## config.mk

```make
export PLATFORM = sky130hd
export DESIGN_NAME = pll_cfg_port
export DESIGN_NICKNAME = d
export VERILOG_FILES = /design/src/rtl/pll_port_pkg.sv /design/src/rtl/pll_addr_ctl.sv /design/src/rtl/pll_reg_bank.sv /design/src/rtl/pll_clk_decode.sv /design/src/rtl/pll_cfg_port.sv
export SDC_FILE = /design/constraint.sdc
export NUM_CORES = 1
export LEC_CHECK = 0
export CORE_MARGIN = 4
export CORE_UTILIZATION = 45
export DETAILED_ROUTE_END_ITERATION = 10
export GPL_TIMING_DRIVEN = 0
export PLACE_DENSITY_LB_ADDON = 0.08
export SLEW_MARGIN = 20
export SYNTH_ARGS = -nofsm -noshare
export SYNTH_HDL_FRONTEND = slang
export SYNTH_SLANG_ARGS = --single-unit
```

## constraint.sdc

```tcl
create_clock -name clk -period 2 [get_ports clk]
set_input_delay 0.4 -clock clk [delete_from_list [all_inputs] [get_ports clk]]
set_output_delay 0.4 -clock clk [all_outputs]
set_load 0.005 [all_outputs]
```

## src/rtl/pll_port_pkg.sv

```systemverilog
// Shared definitions for the indirect PLL configuration port.
// Assumes a byte-wide host bus with a 2-bit port code.
package pll_port_pkg;
    typedef enum logic [1:0] {
        PORT_ADDR = 2'd0,
        PORT_DATA = 2'd1,
        PORT_CLK  = 2'd2,
        PORT_NONE = 2'd3
    } port_e;

    localparam int IDX_LSB    = 2;  // register index position in address byte
    localparam int WE_BIT     = 1;  // write-enable flag in address byte
    localparam int STROBE_BIT = 7;  // strobe request in clock-control byte
    localparam int POST_W     = 2;  // post-divider code width per clock
    localparam int EXT_LSB    = 4;  // first per-clock extended bit
endpackage

```

## src/rtl/pll_addr_ctl.sv

```systemverilog
// Address and clock-control latch: holds the selected register index,
// the write-enable flag, the active clock select and the strobe pulse.
// Assumes at most one host write per cycle.
module pll_addr_ctl
    import pll_port_pkg::*;
#(
    parameter int DATA_W = 8,
    parameter int IDX_W  = 4,
    parameter int SEL_W  = 2
) (
    input  logic              clk,
    input  logic              rst_n,
    input  logic              wr,
    input  logic [1:0]        sel,
    input  logic [DATA_W-1:0] wdata,
    output logic [IDX_W-1:0]  idx_q,
    output logic              we_q,
    output logic [SEL_W-1:0]  act_sel_q,
    output logic              strobe_q,
    output logic [DATA_W-1:0] addr_rb,
    output logic [DATA_W-1:0] clk_rb
);
    logic unused_wdata;

    // Address byte capture: index field and write-enable flag.
    always_ff @(posedge clk) begin
        if (!rst_n) begin
            idx_q <= '0;
            we_q  <= 1'b0;
        end else if (wr && port_e'(sel) == PORT_ADDR) begin
            idx_q <= wdata[IDX_LSB +: IDX_W];
            we_q  <= wdata[WE_BIT];
        end
    end

    // Clock-control capture: active clock and one-cycle strobe.
    always_ff @(posedge clk) begin
        if (!rst_n) begin
            act_sel_q <= '0;
            strobe_q  <= 1'b0;
        end else begin
            strobe_q <= wr && port_e'(sel) == PORT_CLK && wdata[STROBE_BIT];
            if (wr && port_e'(sel) == PORT_CLK)
                act_sel_q <= wdata[SEL_W-1:0];
        end
    end

    // Readback images of the two control ports.
    always_comb begin
        addr_rb = '0;
        addr_rb[IDX_LSB +: IDX_W] = idx_q;
        addr_rb[WE_BIT] = we_q;
        clk_rb = '0;
        clk_rb[SEL_W-1:0] = act_sel_q;
    end

    assign unused_wdata = ^wdata;
endmodule

```

## src/rtl/pll_reg_bank.sv

```systemverilog
// Register bank with the registered read path. A data-port write updates
// the selected register only while the write-enable flag is set.
// Assumes NUM_REG covers the fixed registers used by the decoder.
module pll_reg_bank
    import pll_port_pkg::*;
#(
    parameter int DATA_W  = 8,
    parameter int IDX_W   = 4,
    parameter int NUM_CLK = 4,
    parameter int POST_REG = 0,
    parameter int EXT_REG  = 1,
    parameter int FB_BASE  = 2
) (
    input  logic                           clk,
    input  logic                           rst_n,
    input  logic                           wr,
    input  logic                           rd,
    input  logic [1:0]                     sel,
    input  logic [DATA_W-1:0]              wdata,
    input  logic [IDX_W-1:0]               idx,
    input  logic                           we,
    input  logic [DATA_W-1:0]              addr_rb,
    input  logic [DATA_W-1:0]              clk_rb,
    output logic [DATA_W-1:0]              rdata_q,
    output logic [DATA_W-1:0]              post_reg,
    output logic [DATA_W-1:0]              ext_reg,
    output logic [NUM_CLK-1:0][DATA_W-1:0] fb_regs
);
    localparam int NUM_REG = 1 << IDX_W;

    logic [DATA_W-1:0] bank [NUM_REG];
    logic              wr_hit;

    assign wr_hit = wr && we && port_e'(sel) == PORT_DATA;

    // Register storage, written through the data port.
    always_ff @(posedge clk) begin
        for (int i = 0; i < NUM_REG; i++) begin
            if (!rst_n)
                bank[i] <= '0;
            else if (wr_hit && idx == IDX_W'(i))
                bank[i] <= wdata;
        end
    end

    // Read data register, loaded only on a read strobe.
    always_ff @(posedge clk) begin
        if (!rst_n)
            rdata_q <= '0;
        else if (rd) begin
            case (port_e'(sel))
                PORT_ADDR: rdata_q <= addr_rb;
                PORT_DATA: rdata_q <= bank[idx];
                PORT_CLK:  rdata_q <= clk_rb;
                default:   rdata_q <= '0;
            endcase
        end
    end

    assign post_reg = bank[POST_REG];
    assign ext_reg  = bank[EXT_REG];

    for (genvar g = 0; g < NUM_CLK; g++) begin : g_fb
        assign fb_regs[g] = bank[FB_BASE + g];
    end
endmodule

```

## src/rtl/pll_clk_decode.sv

```systemverilog
// Picks the active clock's packed fields out of the shared registers.
// Assumes NUM_CLK is a power of two and fits the packed layouts.
module pll_clk_decode
    import pll_port_pkg::*;
#(
    parameter int DATA_W  = 8,
    parameter int NUM_CLK = 4,
    parameter int SEL_W   = 2
) (
    input  logic [SEL_W-1:0]               act_sel,
    input  logic [DATA_W-1:0]              post_reg,
    input  logic [DATA_W-1:0]              ext_reg,
    input  logic [NUM_CLK-1:0][DATA_W-1:0] fb_regs,
    output logic [POST_W-1:0]              post_code,
    output logic                           post_ext,
    output logic [DATA_W-1:0]              fb_div
);
    logic [POST_W-1:0] post_f [NUM_CLK];
    logic              ext_f  [NUM_CLK];
    logic              unused_ext;

    for (genvar g = 0; g < NUM_CLK; g++) begin : g_field
        assign post_f[g] = post_reg[POST_W*g +: POST_W];
        assign ext_f[g]  = ext_reg[EXT_LSB + g];
    end

    // Field selection by the active clock.
    always_comb begin
        post_code = post_f[act_sel];
        post_ext  = ext_f[act_sel];
        fb_div    = fb_regs[act_sel];
    end

    assign unused_ext = ^{ext_reg, post_reg};
endmodule

```

## src/rtl/pll_cfg_port.sv

```systemverilog
// Top of the indirect PLL configuration port: address latch, bank and
// active-clock decoder. Assumes a synchronous active-low reset.
module pll_cfg_port
    import pll_port_pkg::*;
#(
    parameter int DATA_W   = 8,
    parameter int IDX_W    = 4,
    parameter int NUM_CLK  = 4,
    parameter int POST_REG = 0,
    parameter int EXT_REG  = 1,
    parameter int FB_BASE  = 2
) (
    input  logic        clk,
    input  logic        rst_n,
    input  logic        bus_wr,
    input  logic        bus_rd,
    input  logic [1:0]  bus_sel,
    input  logic [7:0]  bus_wdata,
    output logic [7:0]  bus_rdata,
    output logic [1:0]  act_clk,
    output logic        clk_strobe,
    output logic [1:0]  act_post_code,
    output logic        act_post_ext,
    output logic [7:0]  act_fb_div
);
    localparam int SEL_W = $clog2(NUM_CLK);

    logic [IDX_W-1:0]               idx_q;
    logic                           we_q;
    logic [DATA_W-1:0]              addr_rb, clk_rb;
    logic [DATA_W-1:0]              post_reg, ext_reg;
    logic [NUM_CLK-1:0][DATA_W-1:0] fb_regs;

    pll_addr_ctl #(.DATA_W(DATA_W), .IDX_W(IDX_W), .SEL_W(SEL_W)) u_addr (
        .clk(clk), .rst_n(rst_n), .wr(bus_wr), .sel(bus_sel), .wdata(bus_wdata),
        .idx_q(idx_q), .we_q(we_q), .act_sel_q(act_clk), .strobe_q(clk_strobe),
        .addr_rb(addr_rb), .clk_rb(clk_rb)
    );

    pll_reg_bank #(.DATA_W(DATA_W), .IDX_W(IDX_W), .NUM_CLK(NUM_CLK),
                   .POST_REG(POST_REG), .EXT_REG(EXT_REG), .FB_BASE(FB_BASE)) u_bank (
        .clk(clk), .rst_n(rst_n), .wr(bus_wr), .rd(bus_rd), .sel(bus_sel),
        .wdata(bus_wdata), .idx(idx_q), .we(we_q), .addr_rb(addr_rb),
        .clk_rb(clk_rb), .rdata_q(bus_rdata), .post_reg(post_reg),
        .ext_reg(ext_reg), .fb_regs(fb_regs)
    );

    pll_clk_decode #(.DATA_W(DATA_W), .NUM_CLK(NUM_CLK), .SEL_W(SEL_W)) u_dec (
        .act_sel(act_clk), .post_reg(post_reg), .ext_reg(ext_reg),
        .fb_regs(fb_regs), .post_code(act_post_code), .post_ext(act_post_ext),
        .fb_div(act_fb_div)
    );
endmodule

```

**After elaboration in Yosys (flattened, before gate mapping)**

Memory sizes are Yosys's and may differ from the RTL's. A register that Yosys moved wholly into a read port is not among the register bits.
Cells that the tools add are included.

- Word-level logic and storage cells: 141
- Input port bits: 14
- Memory bits (writable): 128
- Memories: 1
- Register bits after elaboration: 16
- Output and inout bits: 22

Memory list:

| memory | depth | width | rd ports | clocked after memory_dff | wr ports | RTL line | source |
|---|---|---|---|---|---|---|---|
| u_bank.bank | 16 | 8 | 7 | 1 | 16 | pll_reg_bank.sv:31 | `logic [DATA_W-1:0] bank [NUM_REG];` |

- Eq/ne operators: 17
- Bitwise operators: 17
- Reductions and logical operators: 23
- Mux-type cells: 76
- $lt $le $gt $ge: 2

Operators with widths:

| kind | count |
|---|---|
| 8-bit two-way mux | 17 |
| 1-bit two-way mux | 51 |
| 4-bit == test (second input constant) | 8 |
| 8-bit case mux with 3 select lines | 1 |
| 1-bit logical AND | 21 |
| 8-bit binary-select mux with 2-bit select | 1 |
| 4-bit by 3-bit == test with 1-bit output (second input constant) | 4 |
| 1-bit OR | 16 |
| 4-bit by 2-bit == test with 1-bit output (second input constant) | 2 |
| 4-bit two-way mux | 2 |
| 2-bit binary-select mux with 2-bit select | 1 |
| 4-bit by 1-bit == test with 1-bit output (second input constant) | 1 |
| 4-bit zero test | 1 |
| 2-bit two-way mux | 2 |
| 3-bit greater-or-equal comparator (second input constant) | 1 |
| 2-bit by 3-bit < comparator with 1-bit output (second input constant) | 1 |
| 2-bit inverter with 3-bit output | 1 |
| 1-bit binary-select mux with 2-bit select | 1 |
| 2-bit by 1-bit == test with 1-bit output (second input constant) | 1 |
| 2-bit == test (second input constant) | 1 |
| 2-bit zero test | 1 |

**Depth between registers and ports, before layout**

- Word-level depth: 7
- Mapped depth: 7

**Modules after synthesis**

From an unflattened synthesis, not the netlist that was laid out.

- Cells, all modules: 490
- Area, all modules: 7,026.7 um^2

Modules (own cells, without submodules):

| module | area an instance (um^2) | sequential area each (um^2) | times used | cells an instance |
|---|---|---|---|---|
| pll_reg_bank | 6,316.1 | 4,003.8 | 1 | 428 |
| pll_addr_ctl | 442.9 | 160.2 | 1 | 49 |
| pll_clk_decode | 267.8 | 0.0 | 1 | 13 |

**Least setup slack after synthesis**

OpenSTA, ideal clock, no wires.

- Kind: input port to flip-flop
- From: input port bus_sel[0]
- To: memory u_bank.bank[0][0], enable pin
- Setup time: 0.384 ns
- Slack: -0.153 ns
- Buffers on the path: 1
- Stages on the path: 4
- Data arrival time: 1.769 ns
- Cells stage by stage: clkbuf_1 nor4bb_1 nand2_1 o21ai_0

RTL lines:

| element | RTL line | source |
|---|---|---|
| start, declared | pll_cfg_port.sv:17 | `input logic [1:0] bus_sel,` |
| end, declared | pll_reg_bank.sv:31 |  |

==> results_dict.tcl <==
set metrics [dict create \
    max_stage_delay_ps 750 \
    crit_path_start_kind "input port" \
    setup_violations 46 \
    nets 595 \
    max_cap_violations 0 \
    worst-path-buf-inv 1 \
    firstDrtPassIters 6 \
    core_sq_um 15200 \
    synth_area_sq_um 6979 \
    htreeDepth 4 \
    syn_nets 527 \
    yosys.area.top_type "edfxtp_1" \
    synthArstFlopShare 0 \
    clockBufferDepth 2 \
    slowest_stage "o21ai_2" \
    switching_share 0.2134 \
    grt_pass1_wl_um 30170 \
    gp_congestion 0.9357 \
    path_depth 4 \
    syn_area_per_cell_sq_um 13.60 \
    skew_ps 12.52 \
    start_util 0.4591 \
    clk_latency_ps 430 \
    io_pins 36 \
    std_cell_rows 45 \
    powerDensity_nw_per_um2 870.0 \
    synthFlopType "edfxtp_1" \
    path_clk_slew_ps 60 \
    p_clk_frac 0.460 \
    ys_ff_latch 148 \
    maxSlewHeadroom 0.4252 \
    grt_pass1_vias 4661 \
    num_vias 4655 \
    hold_class "input port to flop" \
    cts_sinks 148 \
    synth_area_leaders "edfxtp_1 55%, and2_1 12%, mux4_2 7.7%" \
    slew_viol_final 0 \
    fin_crit_ps 2213 \
    die_y_um 132.5 \
    area_growth_pct 22.43 \
    failed_checks "setup timing" \
    setup_ws_ps -213.1 \
    p_total_w 0.007434 \
    overflow 0 \
    drt_iter0_drc 660 \
    hpwl_um 14520 \
    endpoint_kind "flop" \
    critPathTopFamily "compound AO/OA/AOI/OAI gates" \
    reg2reg_depth 3 \
    worst_ep_required_time_ps 2050 \
    yosysSeqAreaShare 0.6081 \
    combPwrFrac 0.069 \
    outcome "complete, but fails checks" \
    hold_buffers 0 \
    gr-usage-all-layers 0.2424 \
    ys_warn_count 0 \
    cts_root_buf "clkbuf_16" \
    crit_fanout 9 \
    placed_area_sq_um 7586 \
    fin_util 0.5621 \
    die_w_um 132.5 \
    grt_setup_unrepaired "yes" \
    grt_max_degree 17 \
    place_ws_ps -896.9 \
    yosys.area.top_type_share 0.5507 \
    synth_cells 513 \
    intPower_w 0.005847 \
    multi_input_comb_area_sq_um 2798 \
    routed_wl_um 20750 \
    fill_cells 1250 \
    port_buffers 33 \
    drive_gt1_frac 0.2222 \
    worstSetupPathType "input port to flop" \
    ys_types 33 \
    synth_edf_count 128 \
    holdWs_ps 398.3 \
    die-area_sq_um 17570 \
    cts_made_buffers 17 \
    cellLeakagePower_nw 3.027 \
    cp_cell_sequence "clkbuf_1, nor2b_1, nand4_1, o21ai_2" \
    hold_viol 0 \
    post-route-period-util 1.107 \
    power_switching_w 0.001586 \
    holdPathStages 3 \
    drc 0 \
    fin_area_sq_um 8544 \
    tritoncts "built" \
    fmax_mhz 451.9 \
    vias_per_cell 5.945 \
    regArea_sq_um 4259 \
    seqPwrFrac 0.471 \
    arrival_ps 2270 \
    detail-route-antenna-nets 0 \
    irDropWorstVdd_v 0.0005708 \
    antenna_found_initial 1 \
    tightest_slew_ps 862.2 \
    routed_wire_length_per_instance_um 26.51 \
]
==> layout make-up <==
class                      instances  share of cell area
timing repair buffer              49             0.04906
inverter                           6            0.002636
clock buffer                      21             0.05154
tap                              188             0.02753
antenna                            1           0.0002929
multi-input combinational        331              0.3274
clock inverter                    11             0.02138
buffer                            28             0.02167
sequential                       148              0.4985
==> routing by layer <==
metal | track usage | wire [um] | vias to the layer above
li1 | - | - | 2041
met1 | 0.3158 | 8234 | 2338
met2 | 0.3962 | 10210 | 234
met3 | 0.05437 | 1664 | 42
met4 | 0.09815 | 642 | 0
met5 | 0 | 0 | -
==> final timing paths <==
| path | from | to | slack, ps |
|---|---|---|---|
| setup / recovery | bus_sel[0] | u_bank.bank[3][3] | -210 |
| hold / removal | bus_wr | u_addr.act_sel_q[1] | 400 |
| setup reg to reg | u_addr.we_q | u_bank.bank[3][3] | -200 |
| hold reg to reg | u_bank.rdata_q[6] | u_bank.rdata_q[6] | 470 |
==> stage by stage <==
stage	TNS, ps	std cells
after floorplan	-9672	513
after global placement	-187610	734
after detailed placement	-160620	739
after CTS	-9706	777
after global routing	-8397	782
final	-5565	783
==> layout by cell type (no fill, tap or decap), types with 2 or more instances in the layout <==
master	instances
clkdlybuf4s50_1	20
nor2_4	2
nand4_1	3
clkinv_2	2
nand2_1	17
dfxtp_1	16
dfxtp_4	4
o21ai_0	10
buf_4	16
edfxtp_1	128
buf_6	7
o21ai_2	6
clkbuf_1	19
clkinvlp_4	2
o21ai_4	10
nor2_2	12
a22oi_1	8
bufinv_16	5
nor2_1	8
clkbuf_2	9
and2_1	130
inv_1	6
a21boi_0	2
a21oi_1	16
buf_2	3
mux4_1	5
nor2b_1	12
nand3_1	12
a31oi_1	4
nand2_4	2
clkbuf_16	17
mux2i_1	34
a32o_1	2
clkinv_1	2
buf_12	2
mux4_2	25
==> tightest hold or removal path, stage by stage <==
cell            delay [ps]
dlymetal6s2s_1         200
nand3_1                110
a21boi_0                70
==> logic make-up after synthesis <==
family | count (synthesis) | share of synthesized area
mux | 66 | 0.1518
buf+inv | 34 | 0.02115
compound gates | 59 | 0.04858
simple gates | 206 | 0.1703
flops | 148 | 0.6081
==> power by group through the flow <==
stage	Sequential [W]	Combinational [W]	Clock, W
2_1_floorplan	0.00354	0.000247	0
3_3_place_gp	0.00357	0.000459	0
3_5_place_dp	0.00357	0.000470	0
4_1_cts	0.00350	0.000501	0.00343
5_1_grt	0.00351	0.000541	0.00358
6_report	0.00350	0.000512	0.00342
==> cells in the mapped netlist, drive strengths merged, types with 8 or more instances <==
| library cell | number |
|---|---|
| and2 | 130 |
| edfxtp | 128 |
| mux2i | 35 |
| mux4 | 30 |
| o21ai | 26 |
| nor2 | 22 |
| dfxtp | 20 |
| nand2 | 19 |
| clkbuf | 17 |
| a21oi | 16 |
| nand3 | 12 |
| nor2b | 12 |
| buf | 11 |
| a22oi | 8 |
==> sequential cells by signal, summed over array words and instances, names as in the netlist, named ones only <==
register / flops
u_bank.bank: 128
u_bank.rdata_q: 8
u_addr.idx_q: 4
u_addr.act_sel_q: 2
u_addr.strobe_q: 1
u_addr.we_q: 1
==> timing repair <==
| item | 4_1_cts | 5_1_grt |
|---|---|---|
| setup buffers | 5 | 6 |
| setup endpoints to repair | 238 | 240 |
| cloned | 1 | 0 |
| gates resized for setup | 91 | 30 |
| pin swaps | 2 | 1 |
(Power assumes the default switching activity.)
